<file path="config.mk">
export PLATFORM = sky130hd
export DESIGN_NAME = gpio_edge_bank
export DESIGN_NICKNAME = d
export VERILOG_FILES = /design/src/rtl/gpio_bank_pkg.sv /design/src/rtl/gpio_sync.sv /design/src/rtl/gpio_pin_edge.sv /design/src/rtl/gpio_drive.sv /design/src/rtl/gpio_edge_bank.sv
export SDC_FILE = /design/constraint.sdc
export NUM_CORES = 1
export LEC_CHECK = 0
export ABC_AREA = 1
export BUFFER_PORTS_ARGS = -buffer_cell sky130_fd_sc_hd__buf_2
export CAP_MARGIN = 5
export CORE_AREA = 2 2 185 187
export DETAILED_ROUTE_END_ITERATION = 7
export DIE_AREA = 0 0 187 189
export GPL_ROUTABILITY_DRIVEN = 0
export MAX_ROUTING_LAYER = met4
export PLACE_DENSITY = 0.58
export SYNTH_ARGS = -nofsm -noshare
export SYNTH_HDL_FRONTEND = slang
export SYNTH_SLANG_ARGS = --single-unit
</file>
<file path="constraint.sdc">
create_clock -name clk -period 1.3 [get_ports clk]
set_clock_uncertainty 0.05 [all_clocks]
set_input_delay 0.065 -clock clk [delete_from_list [all_inputs] [get_ports clk]]
set_output_delay 0.065 -clock clk [all_outputs]
set_load 0.03 [all_outputs]
</file>
<file path="src/rtl/gpio_bank_pkg.sv">
package gpio_bank_pkg;

    localparam logic [7:0] OFS_PEND    = 8'h00;
    localparam logic [7:0] OFS_KIND    = 8'h04;
    localparam logic [7:0] OFS_RISE_EN = 8'h08;
    localparam logic [7:0] OFS_FALL_EN = 8'h0C;
    localparam logic [7:0] OFS_DATA    = 8'h20;
    localparam logic [7:0] OFS_DIR     = 8'h24;
    localparam logic [7:0] OFS_POL     = 8'h28;
    localparam logic [7:0] OFS_SET     = 8'h2C;
    localparam logic [7:0] OFS_CLR     = 8'h30;
    localparam logic [7:0] OFS_TGL     = 8'h34;

    typedef enum logic {
        LVL_LOW  = 1'b0,
        LVL_HIGH = 1'b1
    } lvl_state_t;

    typedef enum logic [2:0] {
        OP_NONE,
        OP_LOAD,
        OP_SET,
        OP_CLR,
        OP_TGL
    } out_op_t;

endpackage

</file>
<file path="src/rtl/gpio_sync.sv">
module gpio_sync #(
    parameter int W = 24
) (
    input  logic         clk,
    input  logic         rst_n,
    input  logic [W-1:0] d_async,
    output logic [W-1:0] d_sync
);
    logic [W-1:0] stage1_q;
    logic [W-1:0] stage2_q;

    always_ff @(posedge clk or negedge rst_n) begin
        if (!rst_n) begin
            stage1_q <= '0;
            stage2_q <= '0;
        end else begin
            stage1_q <= d_async;
            stage2_q <= stage1_q;
        end
    end

    assign d_sync = stage2_q;
endmodule

</file>
<file path="src/rtl/gpio_pin_edge.sv">
module gpio_pin_edge
    import gpio_bank_pkg::*;
(
    input  logic clk,
    input  logic rst_n,
    input  logic lvl,
    output logic rise,
    output logic fall
);
    lvl_state_t state_q;
    lvl_state_t state_d;

    always_ff @(posedge clk or negedge rst_n) begin
        if (!rst_n) state_q <= LVL_LOW;
        else        state_q <= state_d;
    end

    always_comb begin
        state_d = state_q;
        unique case (state_q)
            LVL_LOW:  if (lvl)  state_d = LVL_HIGH;
            LVL_HIGH: if (!lvl) state_d = LVL_LOW;
        endcase
    end

    always_comb begin
        rise = 1'b0;
        fall = 1'b0;
        unique case (state_q)
            LVL_LOW:  rise = lvl;
            LVL_HIGH: fall = !lvl;
        endcase
    end

    assert_rise_tracks_R6: assert property (@(posedge clk) disable iff (!rst_n)
        rise |=> (state_q == LVL_HIGH));
    assert_fall_tracks_R7: assert property (@(posedge clk) disable iff (!rst_n)
        fall |=> (state_q == LVL_LOW));
endmodule

</file>
<file path="src/rtl/gpio_drive.sv">
module gpio_drive
    import gpio_bank_pkg::*;
#(
    parameter int W = 24
) (
    input  logic         clk,
    input  logic         rst_n,
    input  out_op_t      op,
    input  logic [W-1:0] wval,
    output logic [W-1:0] out_q
);
    logic [W-1:0] out_d;

    always_ff @(posedge clk or negedge rst_n) begin
        if (!rst_n) out_q <= '0;
        else        out_q <= out_d;
    end

    always_comb begin
        out_d = out_q;
        unique case (op)
            OP_NONE: out_d = out_q;
            OP_LOAD: out_d = wval;
            OP_SET:  out_d = out_q | wval;
            OP_CLR:  out_d = out_q & ~wval;
            OP_TGL:  out_d = out_q ^ wval;
            default: out_d = out_q;
        endcase
    end

    assert_set_bits_R4: assert property (@(posedge clk) disable iff (!rst_n)
        (op == OP_SET) |=> ((out_q & $past(wval)) == $past(wval)));
    assert_clr_bits_R4: assert property (@(posedge clk) disable iff (!rst_n)
        (op == OP_CLR) |=> ((out_q & $past(wval)) == '0));
    assert_tgl_keep_R4: assert property (@(posedge clk) disable iff (!rst_n)
        (op == OP_TGL) |=> ((out_q & ~$past(wval)) == ($past(out_q) & ~$past(wval))));
endmodule

</file>
<file path="src/rtl/gpio_edge_bank.sv">
module gpio_edge_bank
    import gpio_bank_pkg::*;
#(
    parameter int PINS = 24,
    parameter int AW   = 8,
    parameter int DW   = 32
) (
    input  logic            clk,
    input  logic            rst_n,
    input  logic [AW-1:0]   bus_addr,
    input  logic            bus_wr,
    input  logic [DW-1:0]   bus_wdata,
    output logic [DW-1:0]   bus_rdata,
    input  logic [PINS-1:0] pin_in,
    output logic [PINS-1:0] pin_out,
    output logic [PINS-1:0] pin_oe,
    output logic            irq
);
    localparam int PAD = DW - PINS;

    logic [PINS-1:0] wd;
    logic            unused_upper;
    assign wd           = bus_wdata[PINS-1:0];
    assign unused_upper = ^bus_wdata[DW-1:PINS];

    logic [PINS-1:0] dir_q, pol_q, rise_en_q, fall_en_q, pend_q, kind_q;
    logic [PINS-1:0] pin_sync, lvl, rise_v, fall_v, hit;
    logic [PINS-1:0] out_q, rsel;
    out_op_t         op;

    function automatic logic wr_at(input logic [7:0] ofs);
        return bus_wr && (bus_addr == AW'(ofs));
    endfunction

    gpio_sync #(.W(PINS)) u_sync (
        .clk     (clk),
        .rst_n   (rst_n),
        .d_async (pin_in),
        .d_sync  (pin_sync)
    );

    assign lvl = pin_sync ^ pol_q;

    for (genvar i = 0; i < PINS; i++) begin : g_pin
        gpio_pin_edge u_edge (
            .clk   (clk),
            .rst_n (rst_n),
            .lvl   (lvl[i]),
            .rise  (rise_v[i]),
            .fall  (fall_v[i])
        );
    end

    assign hit = (rise_v & rise_en_q) | (fall_v & fall_en_q);

    always_comb begin
        op = OP_NONE;
        if      (wr_at(OFS_DATA)) op = OP_LOAD;
        else if (wr_at(OFS_SET))  op = OP_SET;
        else if (wr_at(OFS_CLR))  op = OP_CLR;
        else if (wr_at(OFS_TGL))  op = OP_TGL;
    end

    gpio_drive #(.W(PINS)) u_drive (
        .clk   (clk),
        .rst_n (rst_n),
        .op    (op),
        .wval  (wd),
        .out_q (out_q)
    );

    always_ff @(posedge clk or negedge rst_n) begin
        if (!rst_n) begin
            dir_q     <= '0;
            pol_q     <= '0;
            rise_en_q <= '0;
            fall_en_q <= '0;
        end else begin
            if (wr_at(OFS_DIR))     dir_q     <= wd;
            if (wr_at(OFS_POL))     pol_q     <= wd;
            if (wr_at(OFS_RISE_EN)) rise_en_q <= wd;
            if (wr_at(OFS_FALL_EN)) fall_en_q <= wd;
        end
    end

    always_ff @(posedge clk or negedge rst_n) begin
        if (!rst_n) begin
            pend_q <= '0;
            kind_q <= '0;
        end else begin
            pend_q <= (pend_q & ~(wr_at(OFS_PEND) ? wd : '0)) | hit;
            kind_q <= (kind_q & ~hit) | (hit & rise_v);
        end
    end

    always_comb begin
        rsel = '0;
        case (bus_addr)
            AW'(OFS_PEND):    rsel = pend_q;
            AW'(OFS_KIND):    rsel = kind_q;
            AW'(OFS_RISE_EN): rsel = rise_en_q;
            AW'(OFS_FALL_EN): rsel = fall_en_q;
            AW'(OFS_DATA):    rsel = (dir_q & out_q) | (~dir_q & lvl);
            AW'(OFS_DIR):     rsel = dir_q;
            AW'(OFS_POL):     rsel = pol_q;
            default:          rsel = '0;
        endcase
    end

    assign bus_rdata = {{PAD{1'b0}}, rsel};
    assign pin_out   = out_q;
    assign pin_oe    = dir_q;
    assign irq       = |pend_q;

    assert_no_spurious_pend_R8: assert property (@(posedge clk) disable iff (!rst_n)
        1'b1 |=> (((pend_q & ~$past(pend_q)) & ~$past(hit)) == '0));
    assert_edge_wins_R13: assert property (@(posedge clk) disable iff (!rst_n)
        (|hit) |=> ((pend_q & $past(hit)) == $past(hit)));
    assert_ack_clears_R9: assert property (@(posedge clk) disable iff (!rst_n)
        (bus_wr && bus_addr == AW'(OFS_PEND)) |=>
        ((pend_q & $past(wd) & ~$past(hit)) == '0));
    assert_irq_level_R10: assert property (@(posedge clk) disable iff (!rst_n)
        (|hit) |=> irq);
endmodule

</file>
==> results of run 1 <==
layer usage:
metal / track usage (%) / routed length [µm]
met5: - / 0
met4: 6.75 / 1180
met3: 3.10 / 1840
met2: 35.3 / 17500
met1: 28.3 / 16800
area by class of cell:
cell class                      instances  area [µm²]
Inverter                              130         495
Sequential cell                       240        6030
Multi-Input combinational cell        957        5280
Fill cell                            3081       16400
Clock buffer                           43         868
Tap cell                              448         561
Timing Repair Buffer                  391        3530
Clock inverter                          7         135
placed cells by master, fill, tap and decap left out, types with 19 or more instances in the layout:
cell,Yosys,layout
nand2_1,313,313
dfrtp_1,240,221
buf_4,12,162
o21ai_0,145,119
inv_1,124,116
o21ai_1,80,106
nor2_1,97,93
buf_6,8,76
buf_2,18,73
nand3_1,58,57
dlygate4sd3_1,0,50
nand3b_1,42,42
ha_1,48,37
nor3_1,49,35
o211ai_1,29,29
clkbuf_16,0,29
buf_12,0,29
a21oi_1,23,22
dfrtp_2,0,19
repair_timing:
action                                  4_1_cts  5_1_grt
endpoints found under the setup margin       70       75
pin swaps                                    46       25
hold endpoints to repair                    374        0
buffers inserted                             45       15
hold buffers                                 50        0
gates resized for setup                     146       95
report_power, final:
| part | internal (mW) | switching (mW) |
|---|---|---|
| Combinational | 1.78 | 2.10 |
| Sequential | 8.26 | 0.627 |
| Clock | 5.34 | 3.12 |
| Total | 15.4 | 5.84 |
through the flow:
step           hold slack, ns  utilization [%]  std cells
6_report               0.0995             50.8       2216
5_1_grt                 0.101             50.8       2216
4_1_cts                0.0849             49.6       2202
3_5_place_dp          -0.0436             42.9       2058
3_3_place_gp          -0.0452             42.9       2058
2_1_floorplan          -0.281                -       1393
final timing paths:
check | from | cells after the start | slack [ns] | endpoint
max in group asynchronous | rst_n | 4 | 0.15 | u_drive.out_q[17]
min in group asynchronous | rst_n | 3 | 0.50 | pol_q[4]
min | pin_in[12] | 2 | 0.1 | u_sync.stage1_q[12]
min reg2reg | u_sync.stage1_q[13] | 0 | 0.28 | u_sync.d_sync[13]
max | pend_q[1] | 6 | -0.77 | irq
max reg2reg | u_drive.out_q[13] | 8 | 0.02 | u_drive.out_q[13]
state kept, by name (all words and copies together) (netlist names), named ones only:
name                  flops
fall_en_q                24
g_pin.u_edge.state_q     24
pend_q                   24
pin_oe                   24
pol_q                    24
rise_en_q                24
u_drive.out_q            24
u_sync.d_sync            24
u_sync.stage1_q          24
cell families after synthesis:
group / count (synthesis) / share of synthesized area [%]
AND/OR/NAND/NOR: 593 / 22.5
AO/OA/AOI/OAI: 284 / 12.8
flip-flops: 240 / 50.5
buffers and inverters: 196 / 7.29
adder cells (fa/ha/maj): 48 / 5.05
XOR/XNOR: 24 / 1.77
other: 1 / 0.0316
critical path, stage by stage, from the launching register on:
cell	delay [ns]
dfrtp_1	0.39
or2_4	0.26
nor3_2	0.10
buf_4	0.15
nand4_1	0.10
or2_4	0.28
buf_6	0.14
==> flow_metrics.tcl, run 1 <==
set metrics [dict create \
    rows 67 \
    synth_commonest_cells "nand2_1, dfrtp_1, o21ai_0" \
    clk_latency_ns 0.55 \
    grt_max_degree 43 \
    hpwl_mm 25.2 \
    grt_use_total_pct 21.7 \
    maxCapViolations 0 \
    grt.overflow.total 0 \
    start_kind "flop" \
    crit_type "reg -> out" \
    antenna_found_initial 0 \
    numCtsBuffers 28 \
    critPathCaptureType "output port" \
    cts_tree "done" \
    ys_ff_latch 240 \
    crit_fanout 2 \
    ys.flop_type "dfrtp_1" \
    min_period_ns 2.07 \
    initial_core_util_pct 35.7 \
    detail_route.wl_per_cell_um 16.8 \
    vias_per_cell 4.89 \
    status "complete, but fails checks" \
    ir_worst_vdd_uv 956 \
    drive_above_1_share_pct 27.9 \
    crit_arrival_ns 1.96 \
    min_path_type "in -> reg" \
    path_clk_slew_ns 0.06 \
    critPathRequiredTime_ns 1.19 \
    drtPass1Iterations 5 \
    synth_top_cell_area_share_pct 50.5 \
    routed_wl_mm 37.3 \
    core_mm2 0.0333 \
    num_antenna_cells 0 \
    yosysMostFrequentCell "nand2_1" \
    num-nets-final 1863 \
    drc 0 \
    fin_ws_ns -0.774 \
    grt_pass1_wl_mm 59.0 \
    place_area_mm2 0.0143 \
    violations "setup timing" \
    yosysTopAreaCell "dfrtp_1" \
    setup_viol 40 \
    slew_violations 0 \
    rsz0062_at_grt "yes" \
    grt_pass1_vias 10800 \
    io_buffers 131 \
    cts-root-buf "clkbuf_16" \
    cts_num_sinks 240 \
    pin_count 148 \
    synth_area_mm2 0.0119 \
    place_ws_ns -0.593 \
    async_flop_share_pct 100 \
    slew_headroom_pct 53.3 \
    ctsLongestPathBuffers 3 \
    die_height_um 189 \
    yosysWarningCount 0 \
    synth-edff-count 0 \
    h-tree-depth 1 \
    area.growth.synth_to_final_pct 42.2 \
    finalSetupTns_ns -11.27 \
    antenna_left 0 \
    die-area_mm2 0.0353 \
    hold_violations 0 \
    syn_inst 1386 \
    avgSynthCellArea_um2 8.57 \
    yosysSeqAreaShare_pct 50.5 \
    power.total_mw 21.2 \
    fin_crit_sh_pct 160 \
    vias 10800 \
    p_leak_nw 7.73 \
    drtIter0Drc 729 \
    tightestPinTransition_ns 0.698 \
    synth_area_leaders "dfrtp_1, nand2_1, o21ai_0, ha_1, inv_1" \
    stdcell_area_mm2 0.0169 \
    fmax_mhz 482 \
    power_density_mw_per_mm2 1260 \
    ys_types 31 \
    fp.dieW_um 187 \
]
Power figures use the tool's default switching activity.
==> inputs of run 2 (changes only) <==
SKIP_LAST_GASP = 1   (was unset)
==> flow_metrics.tcl, run 2 (same netlist as run 1, synthesis figures left out) <==
set metrics [dict create \
    status "complete, but fails checks" \
    violations "setup timing" \
    cts_num_sinks 240 \
    grt.overflow.total 0 \
    drive_above_1_share_pct 26.9 \
    vias 10800 \
    drtIter0Drc 734 \
    slew_headroom_pct 53.4 \
    drc 0 \
    cts-root-buf "clkbuf_16" \
    routed_wl_mm 36.9 \
    crit_path_cell_trace "or2_4 > nor3_2 > buf_4 > nand4_1 > or2_4 > buf_6" \
    swShare_pct 27.4 \
    place_ws_ns -0.593 \
    fin_ws_ns -0.784 \
    h-tree-depth 1 \
    internal-power_mw 15.2 \
    grt_use_total_pct 21.7 \
    power_frac_comb_pct 17.5 \
    io_buffers 131 \
    area.growth.synth_to_final_pct 40.6 \
    grt_pass1_wl_mm 58.7 \
    slew_violations 0 \
    critPathCaptureType "output port" \
    crit_arrival_ns 1.97 \
    switchingPower_mw 5.76 \
    grt_pass1_vias 10700 \
    fp.dieW_um 187 \
    start_kind "flop" \
    die_height_um 189 \
    numCtsBuffers 28 \
    seqPwrFrac_pct 42.2 \
    cp_slowest_cell "dfrtp_1" \
    grt_max_degree 43 \
    final_common_cell "nand2_1" \
    vias_per_cell 4.86 \
    die-area_mm2 0.0353 \
    multi_input_area_mm2 0.00520 \
    power.total_mw 21.0 \
    regArea_mm2 0.00603 \
    tightestPinTransition_ns 0.698 \
    cts_tree "done" \
    fmax_mhz 480 \
    crit_type "reg -> out" \
    crit_fanout 2 \
    setup_viol 48 \
    place_area_mm2 0.0143 \
    drtPass1Iterations 5 \
    initial_core_util_pct 35.7 \
    core_mm2 0.0333 \
    ctsLongestPathBuffers 3 \
    clk_latency_ns 0.55 \
    pwr-share-clk_pct 40.3 \
    ir_worst_vdd_uv 984 \
    maxCapViolations 0 \
    hold_violations 0 \
    path_clk_slew_ns 0.06 \
    antenna_left 0 \
    reg2reg_setup_slack_ns -0.10 \
    fill_cells 3105 \
    num-nets-final 1863 \
    final_core_util_pct 50.2 \
    hpwl_mm 25.2 \
    num_antenna_cells 0 \
    rows 67 \
    power_density_mw_per_mm2 1260 \
    critPathRequiredTime_ns 1.19 \
    min_period_ns 2.08 \
    cpMostUsedCell "or2_4" \
    antenna_found_initial 0 \
    stdcell_area_mm2 0.0167 \
    p_leak_nw 7.70 \
    layout_common_cells "nand2_1, dfrtp_1, buf_4" \
    cpPeakStageDelay_ns 0.39 \
    min_path_type "in -> reg" \
    fin_crit_sh_pct 160 \
    detail_route.wl_per_cell_um 16.6 \
    rsz0062_at_grt "yes" \
    pin_count 148 \
]
-- run 2: cell types whose count changed in the layout (fill, tap and decap cells not counted), sizes merged --
cell      delta
clkinvlp     +1
inv          -1
-- run 2: timing repair --
action                                 in CTS  in global routing
gates resized for setup                   116                 73
endpoints found under the hold margin     374                  0
setup endpoints to repair                  70                 72
pin swaps                                  46                 20
setup buffers                              45                 15
hold buffers                               50                  0
cloned                                      0                  0
-- run 2: per-stage QoR --
| stage | hold slack (ns) | cells | TNS [ns] |
|---|---|---|---|
| final | 0.0999 | 2216 | -11.33 |
| after global routing | 0.102 | 2216 | -15.23 |
| after global placement | -0.0452 | 2058 | -51.24 |
| after detailed placement | -0.0436 | 2058 | -52.58 |
| after floorplan | -0.281 | 1393 | 0 |
| after CTS | 0.0849 | 2202 | -12.08 |
-- run 2: path summary, 6_finish.rpt --
path,end,start,depth (start not counted)
hold reg to reg,u_sync.d_sync[13],u_sync.stage1_q[13],0
setup / recovery,irq,pend_q[1],6
max in group asynchronous,u_drive.out_q[20],rst_n,4
hold / removal,u_sync.stage1_q[12],pin_in[12],2
min in group asynchronous,pol_q[4],rst_n,3
setup reg to reg,u_drive.out_q[16],u_drive.out_q[16],9
-- run 2: per-layer routing --
layer  global-route usage, %  part of all wire [%]
met1                    28.3                    45
met5                       -                     0
met3                    2.98                   5.2
met2                    35.1                    47
met4                    6.84                   3.2
-- run 2: power groups by stage --
stage | Sequential (mW) | Clock (mW) | Combinational [mW]
after global placement | 8.95 | 0 | 2.87
after CTS | 8.84 | 8.63 | 3.45
after floorplan | 9.27 | 0 | 1.17
after detailed placement | 8.96 | 0 | 2.95
final | 8.87 | 8.45 | 3.68
after global routing | 8.95 | 8.97 | 4.08
-- run 2: cell type report --
class                      instances  share of cell area, %
clock buffer                      43                   5.20
timing repair buffer             391                   20.5
clock inverter                     7                  0.809
inverter                         130                   2.96
multi-input combinational        957                   31.1
tap                              448                   3.36
sequential                       240                   36.1
-- run 2: worst max-delay path, delay by kind of cell (launching register included) --
family | cells | cell delay [ns]
simple gates | 4 | 0.75
flops | 1 | 0.39
buf+inv | 2 | 0.29
